$ cat src/rtl/nan_sieve_pkg.sv
package nan_sieve_pkg;

  localparam int WORD_W  = 64;
  localparam int NUM_FMT = 4;

  typedef enum logic [1:0] {
    FMT_HALF   = 2'd0,
    FMT_BF16   = 2'd1,
    FMT_SINGLE = 2'd2,
    FMT_DOUBLE = 2'd3
  } fmt_e;

  typedef struct packed {
    logic              is_nan;
    logic              is_quiet;
    logic              is_sig;
    logic [WORD_W-1:0] quiet_word;
    logic [WORD_W-1:0] dflt_word;
  } nan_res_t;

  function automatic int fmt_exp_w(input int idx);
    case (idx)
      0:       return 5;
      1:       return 8;
      2:       return 8;
      default: return 11;
    endcase
  endfunction

  function automatic int fmt_frac_w(input int idx);
    case (idx)
      0:       return 10;
      1:       return 7;
      2:       return 23;
      default: return 52;
    endcase
  endfunction

endpackage

$ cat src/rtl/nan_fmt_lane.sv
module nan_fmt_lane
  import nan_sieve_pkg::*;
#(
  parameter int EXP_W  = 8,
  parameter int FRAC_W = 23
) (
  input  logic [EXP_W+FRAC_W:0] word_i,
  input  logic                  pol_i,
  input  logic                  no_snan_i,
  input  logic [1:0]            style_i,
  output nan_res_t              res_o
);
  localparam int FMT_W = 1 + EXP_W + FRAC_W;

  logic              sign_b;
  logic [EXP_W-1:0]  exp_f;
  logic [FRAC_W-1:0] frac_f;
  logic              exp_ones;
  logic              top_bit;
  logic              low_nz;
  logic              sig_b;
  logic              quiet_b;
  logic [FRAC_W-1:0] qfrac;
  logic [FRAC_W-1:0] dfrac;
  logic              dsign;
  logic [FRAC_W-1:0] top_mask;
  logic [FRAC_W-1:0] next_mask;

  assign sign_b    = word_i[FMT_W-1];
  assign exp_f     = word_i[FRAC_W +: EXP_W];
  assign frac_f    = word_i[FRAC_W-1:0];
  assign exp_ones  = &exp_f;
  assign top_bit   = frac_f[FRAC_W-1];
  assign low_nz    = |frac_f[FRAC_W-2:0];
  assign top_mask  = {1'b1, {(FRAC_W-1){1'b0}}};
  assign next_mask = {2'b01, {(FRAC_W-2){1'b0}}};

  always_comb begin
    if (no_snan_i) begin
      quiet_b = exp_ones & (top_bit | low_nz);
      sig_b   = 1'b0;
    end else if (!pol_i) begin
      quiet_b = exp_ones & top_bit;
      sig_b   = exp_ones & ~top_bit & low_nz;
    end else begin
      quiet_b = exp_ones & ~top_bit & low_nz;
      sig_b   = exp_ones & top_bit;
    end
  end

  always_comb begin
    qfrac = frac_f;
    if (sig_b) begin
      if (pol_i) qfrac = (frac_f & ~top_mask) | next_mask;
      else       qfrac = frac_f | top_mask;
    end
  end

  always_comb begin
    case (style_i)
      2'd1: begin
        dsign = 1'b0;
        dfrac = '1;
      end
      2'd2: begin
        dsign = 1'b1;
        dfrac = top_mask;
      end
      default: begin
        dsign = 1'b0;
        dfrac = pol_i ? ~top_mask : top_mask;
      end
    endcase
  end

  always_comb begin
    res_o                        = '0;
    res_o.is_nan                 = exp_ones & (|frac_f);
    res_o.is_quiet               = quiet_b;
    res_o.is_sig                 = sig_b;
    res_o.quiet_word[FMT_W-1:0]  = {sign_b, exp_f, qfrac};
    res_o.dflt_word[FMT_W-1:0]   = {dsign, {EXP_W{1'b1}}, dfrac};
  end

endmodule

$ cat src/rtl/nan_fmt_sel.sv
module nan_fmt_sel
  import nan_sieve_pkg::*;
(
  input  nan_res_t   lane_i [NUM_FMT],
  input  logic [1:0] fmt_i,
  output nan_res_t   res_o
);
  always_comb begin
    res_o = '0;
    for (int k = 0; k < NUM_FMT; k++) begin
      if (fmt_i == k[1:0]) res_o = lane_i[k];
    end
  end
endmodule

$ cat src/rtl/nan_out_stage.sv
module nan_out_stage
  import nan_sieve_pkg::*;
#(
  parameter bit REG_OUT = 1'b1
) (
  input  logic     clk,
  input  logic     rst,
  input  logic     in_valid,
  output logic     in_ready,
  input  nan_res_t res_i,
  output logic     out_valid,
  input  logic     out_ready,
  output nan_res_t res_o
);
  generate
    if (REG_OUT) begin : g_reg
      logic     vld_q;
      nan_res_t res_q;
      assign in_ready  = ~vld_q | out_ready;
      assign out_valid = vld_q;
      assign res_o     = res_q;
      always_ff @(posedge clk) begin
        if (rst) begin
          vld_q <= 1'b0;
          res_q <= '0;
        end else if (in_ready) begin
          vld_q <= in_valid;
          if (in_valid) res_q <= res_i;
        end
      end
    end else begin : g_comb
      logic unused_clk;
      assign unused_clk = clk ^ rst;
      assign in_ready   = out_ready;
      assign out_valid  = in_valid;
      assign res_o      = res_i;
    end
  endgenerate
endmodule

$ cat src/rtl/nan_sieve.sv
module nan_sieve
  import nan_sieve_pkg::*;
#(
  parameter bit REG_OUT = 1'b1
) (
  input  logic              clk,
  input  logic              rst,
  input  logic              in_valid,
  output logic              in_ready,
  input  logic [1:0]        in_fmt,
  input  logic [WORD_W-1:0] in_word,
  input  logic              snan_pol,
  input  logic              no_snan,
  input  logic [1:0]        dflt_style,
  output logic              out_valid,
  input  logic              out_ready,
  output logic              out_is_nan,
  output logic              out_is_quiet,
  output logic              out_is_sig,
  output logic [WORD_W-1:0] out_quiet_word,
  output logic [WORD_W-1:0] out_dflt_word
);
  nan_res_t lanes [NUM_FMT];
  nan_res_t picked;
  nan_res_t held;

  generate
    for (genvar g = 0; g < NUM_FMT; g++) begin : g_lane
      localparam int EW = fmt_exp_w(g);
      localparam int FW = fmt_frac_w(g);
      nan_fmt_lane #(.EXP_W(EW), .FRAC_W(FW)) u_lane (
        .word_i    (in_word[EW+FW:0]),
        .pol_i     (snan_pol),
        .no_snan_i (no_snan),
        .style_i   (dflt_style),
        .res_o     (lanes[g])
      );
    end
  endgenerate

  nan_fmt_sel u_sel (
    .lane_i (lanes),
    .fmt_i  (in_fmt),
    .res_o  (picked)
  );

  nan_out_stage #(.REG_OUT(REG_OUT)) u_stage (
    .clk       (clk),
    .rst       (rst),
    .in_valid  (in_valid),
    .in_ready  (in_ready),
    .res_i     (picked),
    .out_valid (out_valid),
    .out_ready (out_ready),
    .res_o     (held)
  );

  assign out_is_nan     = held.is_nan;
  assign out_is_quiet   = held.is_quiet;
  assign out_is_sig     = held.is_sig;
  assign out_quiet_word = held.quiet_word;
  assign out_dflt_word  = held.dflt_word;
endmodule

$ cat config.mk
export PLATFORM = sky130hd
export DESIGN_NAME = nan_sieve
export DESIGN_NICKNAME = d
export VERILOG_FILES = /design/src/rtl/nan_sieve_pkg.sv /design/src/rtl/nan_fmt_lane.sv /design/src/rtl/nan_fmt_sel.sv /design/src/rtl/nan_out_stage.sv /design/src/rtl/nan_sieve.sv
export SDC_FILE = /design/constraint.sdc
export NUM_CORES = 1
export LEC_CHECK = 0
export BUFFER_PORTS_ARGS = -buffer_cell sky130_fd_sc_hd__buf_2
export CORE_ASPECT_RATIO = 1.2
export CORE_MARGIN = 4
export CORE_UTILIZATION = 30
export CTS_BUF_LIST = sky130_fd_sc_hd__clkbuf_8 sky130_fd_sc_hd__clkbuf_16
export CTS_CLUSTER_SIZE = 10
export DETAILED_ROUTE_END_ITERATION = 10
export GPL_TIMING_DRIVEN = 0
export PLACE_DENSITY = 0.53
export RECOVER_POWER = 25
export SLEW_MARGIN = 20
export SYNTH_ARGS = -nofsm -noshare
export SYNTH_HDL_FRONTEND = slang
export SYNTH_HIERARCHICAL = 1
export SYNTH_SLANG_ARGS = --single-unit
export TNS_END_PERCENT = 1
$ cat constraint.sdc
create_clock -name clk -period 4.6 [get_ports clk]
set_input_delay 0.46 -clock clk [delete_from_list [all_inputs] [get_ports clk]]
set_output_delay 0.46 -clock clk [all_outputs]
set_load 0.02 [all_outputs]
# Word level (Yosys, flattened, before mapping)

Cells that the tools add are included.

Bits of input ports: 74
Output and inout bits: 133
Logic and storage cells: 92
Register bits: 132

Eq/ne operators: 5
Reductions and logical operators: 14
Bitwise logic cells: 30
Multiplexer cells: 37

Operator list:

| kind                 | count |
|---|---|
| $mux W131            | 4 |
| $mux W52             | 3 |
| $pmux W52 S2         | 1 |
| $mux W23             | 3 |
| $reduce_or A52 Y1    | 1 |
| $reduce_or A51 Y1    | 1 |
| $pmux W23 S2         | 1 |
| $mux W10             | 3 |
| $reduce_or A23 Y1    | 1 |
| $reduce_or A22 Y1    | 1 |
| $mux W7              | 3 |
| $and A1 B1 Y1        | 20 |
| $pmux W10 S2         | 1 |
| $mux W1              | 17 |
| $reduce_and A8 Y1    | 2 |
| $pmux W7 S2          | 1 |
| $reduce_and A11 Y1   | 1 |
| $reduce_or A10 Y1    | 1 |
| $reduce_or A9 Y1     | 1 |
| $reduce_or A7 Y1     | 1 |
| $eq A2 B2 Y1 const B | 3 |
| $reduce_or A6 Y1     | 1 |
| $not A1 Y1           | 5 |
| $or A1 B1 Y1         | 5 |
| other kinds (4)      | 5 |

# Logic depth before layout (Yosys ltp)

Gate-level depths: netlist of the first run.

Depth in word-level cells: 10
Mapped depth: 8
Gate-level depth less buffers: 7

# Cells and area by module

The synthesis of the first run kept the hierarchy.

By module, submodules not included:

| module                          | times used | cells an instance | area an instance (µm²) | sequential area each (µm²) |
|---|---|---|---|---|
| nan_out_stage                   | 1          | 601               | 5715.5                 | 2642.5 |
| nan_fmt_sel                     | 1          | 161               | 3211.8                 | 0.0 |
| nan_fmt_lane (g_lane[3].u_lane) | 1          | 171               | 1213.7                 | 0.0 |
| nan_fmt_lane (g_lane[2].u_lane) | 1          | 160               | 1152.4                 | 0.0 |
| nan_fmt_lane (g_lane[0].u_lane) | 1          | 157               | 1146.1                 | 0.0 |
| nan_fmt_lane (g_lane[1].u_lane) | 1          | 154               | 1132.3                 | 0.0 |

# Worst setup path after synthesis of the first run

Ideal clock, no wire load.

Path type: input to register
From: in dflt_style[0]
To: reg u_stage.g_reg.res_q, in the netlist u_stage/res_o[0]
Buffers on the path: 0
Data required time: 4.530 ns
Arrival time: 4.356 ns
Stages on the path: 6
Path slack: 0.174 ns
Cell sequence: inv_1 > ha_1 > o21ai_0 > mux4_2 > nand3_1 > a21oi_1

RTL lines:

| what                   | RTL line            | RTL |
|---|---|---|
| start: declaration     | nan_sieve.sv:14     | `input logic [1:0] dflt_style,` |
| end signal: assignment | nan_out_stage.sv:28 | `if (in_valid) res_q <= res_i;` |
| end: declaration       | nan_out_stage.sv:18 | `nan_res_t res_q;` |

==> results of run 1 <==
==> cells in the final DEF, fill, tap and decap left out, types with 17 or more instances in the layout <==
master,Yosys,routed
buf_2,41,176
buf_4,509,509
clkbuf_16,0,17
dfxtp_1,132,132
nand3_1,134,134
inv_1,16,17
nor4_1,19,19
mux4_2,131,131
clkbuf_1,27,93
buf_6,16,17
a21oi_1,137,137
a21bo_1,127,127
conb_1,7,288
==> power breakdown <==
group / internal, mW / switching, mW / leakage (nW)
Clock: 0.916 / 0.577 / 0.299
Combinational: 0.734 / 0.597 / 6.64
Sequential: 1.23 / 0.0407 / 1.09
Total: 2.88 / 1.22 / 8.02
==> flip-flops by register name, summed over array words and instances (netlist names) <==
name,count
u_stage/res_o,131
u_stage/out_valid,1
==> logic make-up (layout without fill, tap and decap cells) <==
kind of cell	after synthesis	count (layout)	synth area share [%]
muxes	131	131	21.7
buffers and inverters	623	859	33.4
and+or+nand+nor	210	210	8.37
adders and majority gates	8	8	0.738
DFF	132	132	19.5
other	7	290	0.194
AOI/OAI and AO/OA	293	293	16.1
==> final cells by class <==
class	instances	area [um2]	area share, %
multi-input combinational	930	7470	43.9
buffer	607	4470	26.3
sequential	132	2640	15.5
timing repair buffer	204	991	5.82
tap	609	762	4.48
clock buffer	18	439	2.58
clock inverter	14	186	1.10
inverter	16	60.1	0.353
antenna	2	5.00	0.0294
==> per-stage QoR <==
step | hold slack, ns | setup TNS [ns] | cells | setup WS [ns] | area, um2
after CTS | 0.468 | 0 | 2530 | 2.22 | 17100
after detailed placement | 0.554 | 0 | 2498 | 1.71 | 16500
final | 0.509 | 0 | 2532 | 2.24 | 17000
after floorplan | 0.645 | 0 | 1685 | 0.174 | 14600
after global placement | 0.557 | -113.20 | 2495 | -2.52 | 16400
after global routing | 0.509 | 0 | 2532 | 2.17 | 17000
==> routing by layer <==
layer  part of all wire (%)  track usage (%)  vias to the layer above
met2                     50             26.5                      167
li1                       -                -                     5272
met3                    4.2             2.82                       37
met1                     44             19.0                     4905
met5                  0.019                0                        -
met4                    1.9             5.27                        2
==> critical path: cells and delay by family <==
family,cells,cell delay (ns)
AO/OA/AOI/OAI,2,0.20
AND/OR/NAND/NOR,4,1.22
buffers and inverters,2,0.31
multiplexers,1,0.47
==> how the worst max path moves through the flow <==
stage	from	to	slack (ns)	depth (start not counted)
detailed placement	in_word[1]	u_stage/res_o[129]$_SDFFE_PP0P_	1.71	9
global placement	dflt_style[0]	u_stage/res_o[0]$_SDFFE_PP0P_	-2.52	7
global route	in_word[1]	u_stage/res_o[129]$_SDFFE_PP0P_	2.17	9
finish	in_word[1]	u_stage/res_o[129]$_SDFFE_PP0P_	2.24	9
CTS	in_word[1]	u_stage/res_o[129]$_SDFFE_PP0P_	2.22	9
floorplan	dflt_style[0]	u_stage/res_o[0]$_SDFFE_PP0P_	0.17	6
==> flow_summary.json, run 1 <==
{
  "detail_route.first_pass.iterations": 5,
  "fin_util_pct": 38.0,
  "gr-total-overflow": 0,
  "ys_seq_elements": 132,
  "cts_hold_buf": 0,
  "startpoint_type": "input port",
  "r2r_slack_ns": 3.13,
  "clk_latency_ns": 0.46,
  "finalPower_mw": 4.09,
  "cts_sinks": 132,
  "clk_pin_slew_ns": 0.07,
  "syn-instance-count": 1404,
  "hold_path_end": "u_stage/res_o[127]$_SDFFE_PP0P_",
  "cts_buffer_depth": 2,
  "outcome": "completed",
  "peakVddDrop_uv": 283,
  "max_stage_delay_ns": 0.47,
  "drv_slew": 0,
  "post-route-period-util_pct": 51.3,
  "synthArstFlopShare_pct": 0,
  "synth.top_cells.by_count": "buf_4, a21oi_1, nand3_1",
  "rsz0062_at_grt": "false",
  "grt_use_total_pct": 15.2,
  "path_max_fanout": 8,
  "num_io_pins": 207,
  "syn_avg_cell_area_um2": 9.67,
  "post-cts-setup-buffers": 0,
  "max-slew-margin-rel_pct": 23.6,
  "first_global_vias": 10400,
  "fillCellCount": 4600,
  "drive_above_1_share_pct": 46.6,
  "die_y_um": 241,
  "place_hpwl_um": 28200,
  "worst_slew_pin_slew_ns": 1.15,
  "worst_path_max_delay_cell": "mux4_2",
  "drc": 0,
  "hp-class": "input port to register",
  "worst_path_most_repeated_cell": "nor4_1",
  "post_cts_resized": 0,
  "maxCapViolCount": 0,
  "area_growth_pct": 25.4,
  "required_ns": 4.91,
  "cts-buffers-inserted": 17,
  "clock_skew_ns": 0.0135,
  "r2r-start": "u_stage/out_valid$_SDFFE_PP0P_",
  "drt_iter0_drc": 298,
  "die-area_mm2": 0.0487,
  "vias": 10400,
  "place.gp.congestion": 0.807,
  "crit_chain": "buf_2 > nor4_1 > nand4_1 > nor4_1 > a211oi_1 > buf_4 > mux4_2 > nand3_1 > a21oi_1",
  "powerDensity_mw_per_mm2": 240,
  "fp.dieW_um": 202,
  "yosysSeqAreaShare_pct": 19.5,
  "worst-r2r-cell-count": 5,
  "core_area_mm2": 0.0448,
  "wirelength_um": 36900,
  "grt_pass1_wl_um": 57300,
  "portBuffers": 201,
  "vias_per_cell": 4.10,
  "crit_type": "input port to register",
  "wl_per_cell_um": 14.6,
  "synth_edf_count": 0,
  "hp-start": "in_word[63]",
  "whs_path_depth": 4,
  "leakage_nw": 8.02,
  "synth_top_area_share_pct": 28.2,
  "hold_viol": 0,
  "nets": 1990,
  "antenna_found_initial": 4,
  "arrival_ns": 2.67,
  "yosys-top-cells-area": "buf_4, mux4_2, dfxtp_1",
  "h-tree-depth": 4,
  "synth_area_mm2": 0.0136,
  "cts-root-buf": "clkbuf_16",
  "rows": 85,
  "grt_max_degree": 26,
  "yosysTopAreaCell": "buf_4",
  "period_minus_slack_ns": 2.36,
  "ys.warnings.count": 6,
  "cts_tree": "built",
  "fmax_mhz": 424,
  "end_kind": "register",
  "finalSetupViolations": 0,
  "yosysMostFrequentCell": "buf_4",
  "synth_ff_type": "dfxtp_1",
  "postRouteAntennaNets": 0,
  "initial_core_util_pct": 30.3,
  "r2r-end": "u_stage/res_o[115]$_SDFFE_PP0P_",
  "yosys.cell_types.count": 47
}
Power figures use the tool's default switching activity.
==> run 2, diff against run 1 <==
- clock period: 4.6 -> 2.1 ns (I/O delays scaled with it)
==> run 2 against run 1 <==
  * Die area unchanged
  * Core utilization hardly changed
  * Final cell count did not move
  * Clock power up 110%
  * Highest routed layer unchanged
==> flow_summary.json, run 2 (synthesis gave the netlist of run 1 again) <==
{
  "place.gp.congestion": 0.790,
  "fp.dieW_um": 202,
  "setup_slack_ns": 0.0905,
  "seq_area_mm2": 0.00264,
  "die_y_um": 241,
  "cts_hold_buf": 0,
  "rsz0062_at_grt": "false",
  "nets": 1990,
  "num_io_pins": 207,
  "hold_viol": 0,
  "core_area_mm2": 0.0448,
  "die-area_mm2": 0.0487,
  "wirelength_um": 37200,
  "p_switching_mw": 2.71,
  "largest_register_ffs": 131,
  "max_stage_delay_ns": 0.49,
  "fillCellCount": 4625,
  "clk_pin_slew_ns": 0.07,
  "period_minus_slack_ns": 2.01,
  "finalPower_mw": 8.87,
  "postRouteAntennaNets": 0,
  "cts-root-buf": "clkbuf_16",
  "hp-class": "input port to register",
  "intPower_mw": 6.15,
  "cp-endpoint": "u_stage/res_o[128]$_SDFFE_PP0P_",
  "place_ws_ns": -0.532,
  "seqPwrFrac_pct": 31.3,
  "final_cell_mix": "buf_4, conb_1, buf_2, a21oi_1, nand3_1",
  "fin_util_pct": 38.0,
  "post-route-period-util_pct": 95.7,
  "worst_slew_pin_slew_ns": 1.03,
  "clock_skew_ns": 0.00968,
  "end_kind": "register",
  "maxCapViolCount": 0,
  "final_common_cell": "buf_4",
  "cts_tree": "built",
  "outcome": "completed",
  "multi_input_area_mm2": 0.00750,
  "worst_path_max_delay_cell": "mux4_2",
  "dp.cells": 2497,
  "startpoint_type": "input port",
  "drt_iter0_drc": 394,
  "arrival_ns": 2.34,
  "drc": 0,
  "vias": 10400,
  "worst-r2r-cell-count": 5,
  "p_clk_share_pct": 35.9,
  "h-tree-depth": 4,
  "sw_frac_of_total_pct": 30.6,
  "powerDensity_mw_per_mm2": 521,
  "rows": 85,
  "crit_chain": "buf_2 > nor4_2 > nand4_1 > o41ai_2 > a21oi_1 > buf_4 > mux4_2 > nand3_1 > a21oi_1",
  "portBuffers": 201,
  "worst_path_most_repeated_cell": "a21oi_1",
  "area_growth_pct": 25.4,
  "grt_use_total_pct": 15.2,
  "post-cts-setup-buffers": 0,
  "peakVddDrop_uv": 596,
  "max-slew-margin-rel_pct": 30.9,
  "detail_route.first_pass.iterations": 5,
  "initial_core_util_pct": 30.3,
  "grt_max_degree": 29,
  "finalSetupViolations": 0,
  "fin_cells": 2532,
  "critPathLaunch": "in_word[1]",
  "power_frac_comb_pct": 32.8,
  "drive_above_1_share_pct": 47.0,
  "antenna_found_initial": 3,
  "hold_ws_ns": 0.285,
  "cts_sinks": 132,
  "crit_type": "input port to register",
  "place_hpwl_um": 28200,
  "grt_pass1_wl_um": 57800,
  "clk_latency_ns": 0.46,
  "gr-total-overflow": 0,
  "fmax_mhz": 498,
  "r2r-end": "u_stage/res_o[86]$_SDFFE_PP0P_",
  "wl_per_cell_um": 14.7,
  "cts-buffers-inserted": 17,
  "required_ns": 2.43,
  "path_max_fanout": 8,
  "r2r_slack_ns": 0.62,
  "leakage_nw": 8.01,
  "first_global_vias": 10500,
  "whs_path_depth": 4,
  "drv_slew": 0,
  "vias_per_cell": 4.11,
  "cts_buffer_depth": 2,
  "r2r-start": "u_stage/out_valid$_SDFFE_PP0P_"
}
run 2: cell types whose count changed in the layout (fill, tap and decap cells not counted), moves of 2 or more:
cell | previous run | this run
nor4_1 | 19 | 16
nor4_2 | 0 | 3
inv_6 | 0 | 2
clkinv_4 | 2 | 4
run 2: area by class of cell:
cell class | count | area share [%]
clock buffers | 17 | 2.50
well taps | 609 | 4.48
multi-input cells | 931 | 44.1
clock inverters | 15 | 1.06
repair buffers | 203 | 5.66
diodes | 2 | 0.0294
inverters | 16 | 0.353
flip-flops and latches | 132 | 15.5
plain buffers | 607 | 26.3
run 2: power by group through the flow:
stage | sequential [mW] | clock, mW | combinational [mW]
2_1_floorplan | 3.04 | 0 | 2.02
3_3_place_gp | 2.83 | 0 | 2.90
3_5_place_dp | 2.83 | 0 | 2.94
4_1_cts | 2.78 | 3.32 | 2.95
5_1_grt | 2.80 | 3.39 | 3.19
6_report | 2.78 | 3.18 | 2.91
run 2: how the worst min path moves through the flow:
stage,slack [ns],to,startpoint
final,0.29,u_stage/res_o[127]$_SDFFE_PP0P_,in_word[63]
after global routing,0.31,u_stage/res_o[127]$_SDFFE_PP0P_,in_word[63]
after CTS,0.24,u_stage/res_o[127]$_SDFFE_PP0P_,in_word[63]
after detailed placement,0.55,u_stage/res_o[76]$_SDFFE_PP0P_,u_stage/res_o[76]$_SDFFE_PP0P_
after global placement,0.56,u_stage/res_o[5]$_SDFFE_PP0P_,u_stage/res_o[5]$_SDFFE_PP0P_
after floorplan,0.55,out_dflt_word[63],u_stage/res_o[63]$_SDFFE_PP0P_
run 2: per-stage QoR:
stage / cell area (um2) / setup TNS [ns]
after global placement: 16400 / -35.29
after global routing: 17000 / 0
after floorplan: 14600 / 0
after detailed placement: 16400 / -12.15
final: 17000 / 0
after CTS: 17100 / 0
run 2: critical path: cells and delay by family:
| kind | cells | cell delay, ns |
|---|---|---|
| multiplexers | 1 | 0.49 |
| AND/OR/NAND/NOR | 3 | 0.73 |
| AO/OA/AOI/OAI | 3 | 0.61 |
| buffers and inverters | 2 | 0.31 |
run 2: metal layers:
metal,part of all wire [%],up-vias,wire [um],global-route usage (%)
met5,0.051,-,19,0
met4,1.9,2,716,4.75
met3,2.7,33,1000,2.66
met2,51,146,19000,27.3
met1,44,4957,16500,18.7
li1,-,5268,-,-
run 2: timing repair:
item                                    4_1_cts  5_1_grt
gates resized for setup                       1        4
hold endpoints to repair                      0        0
pin swaps                                     0        2
cloned                                        0        1
endpoints found under the setup margin        2        5
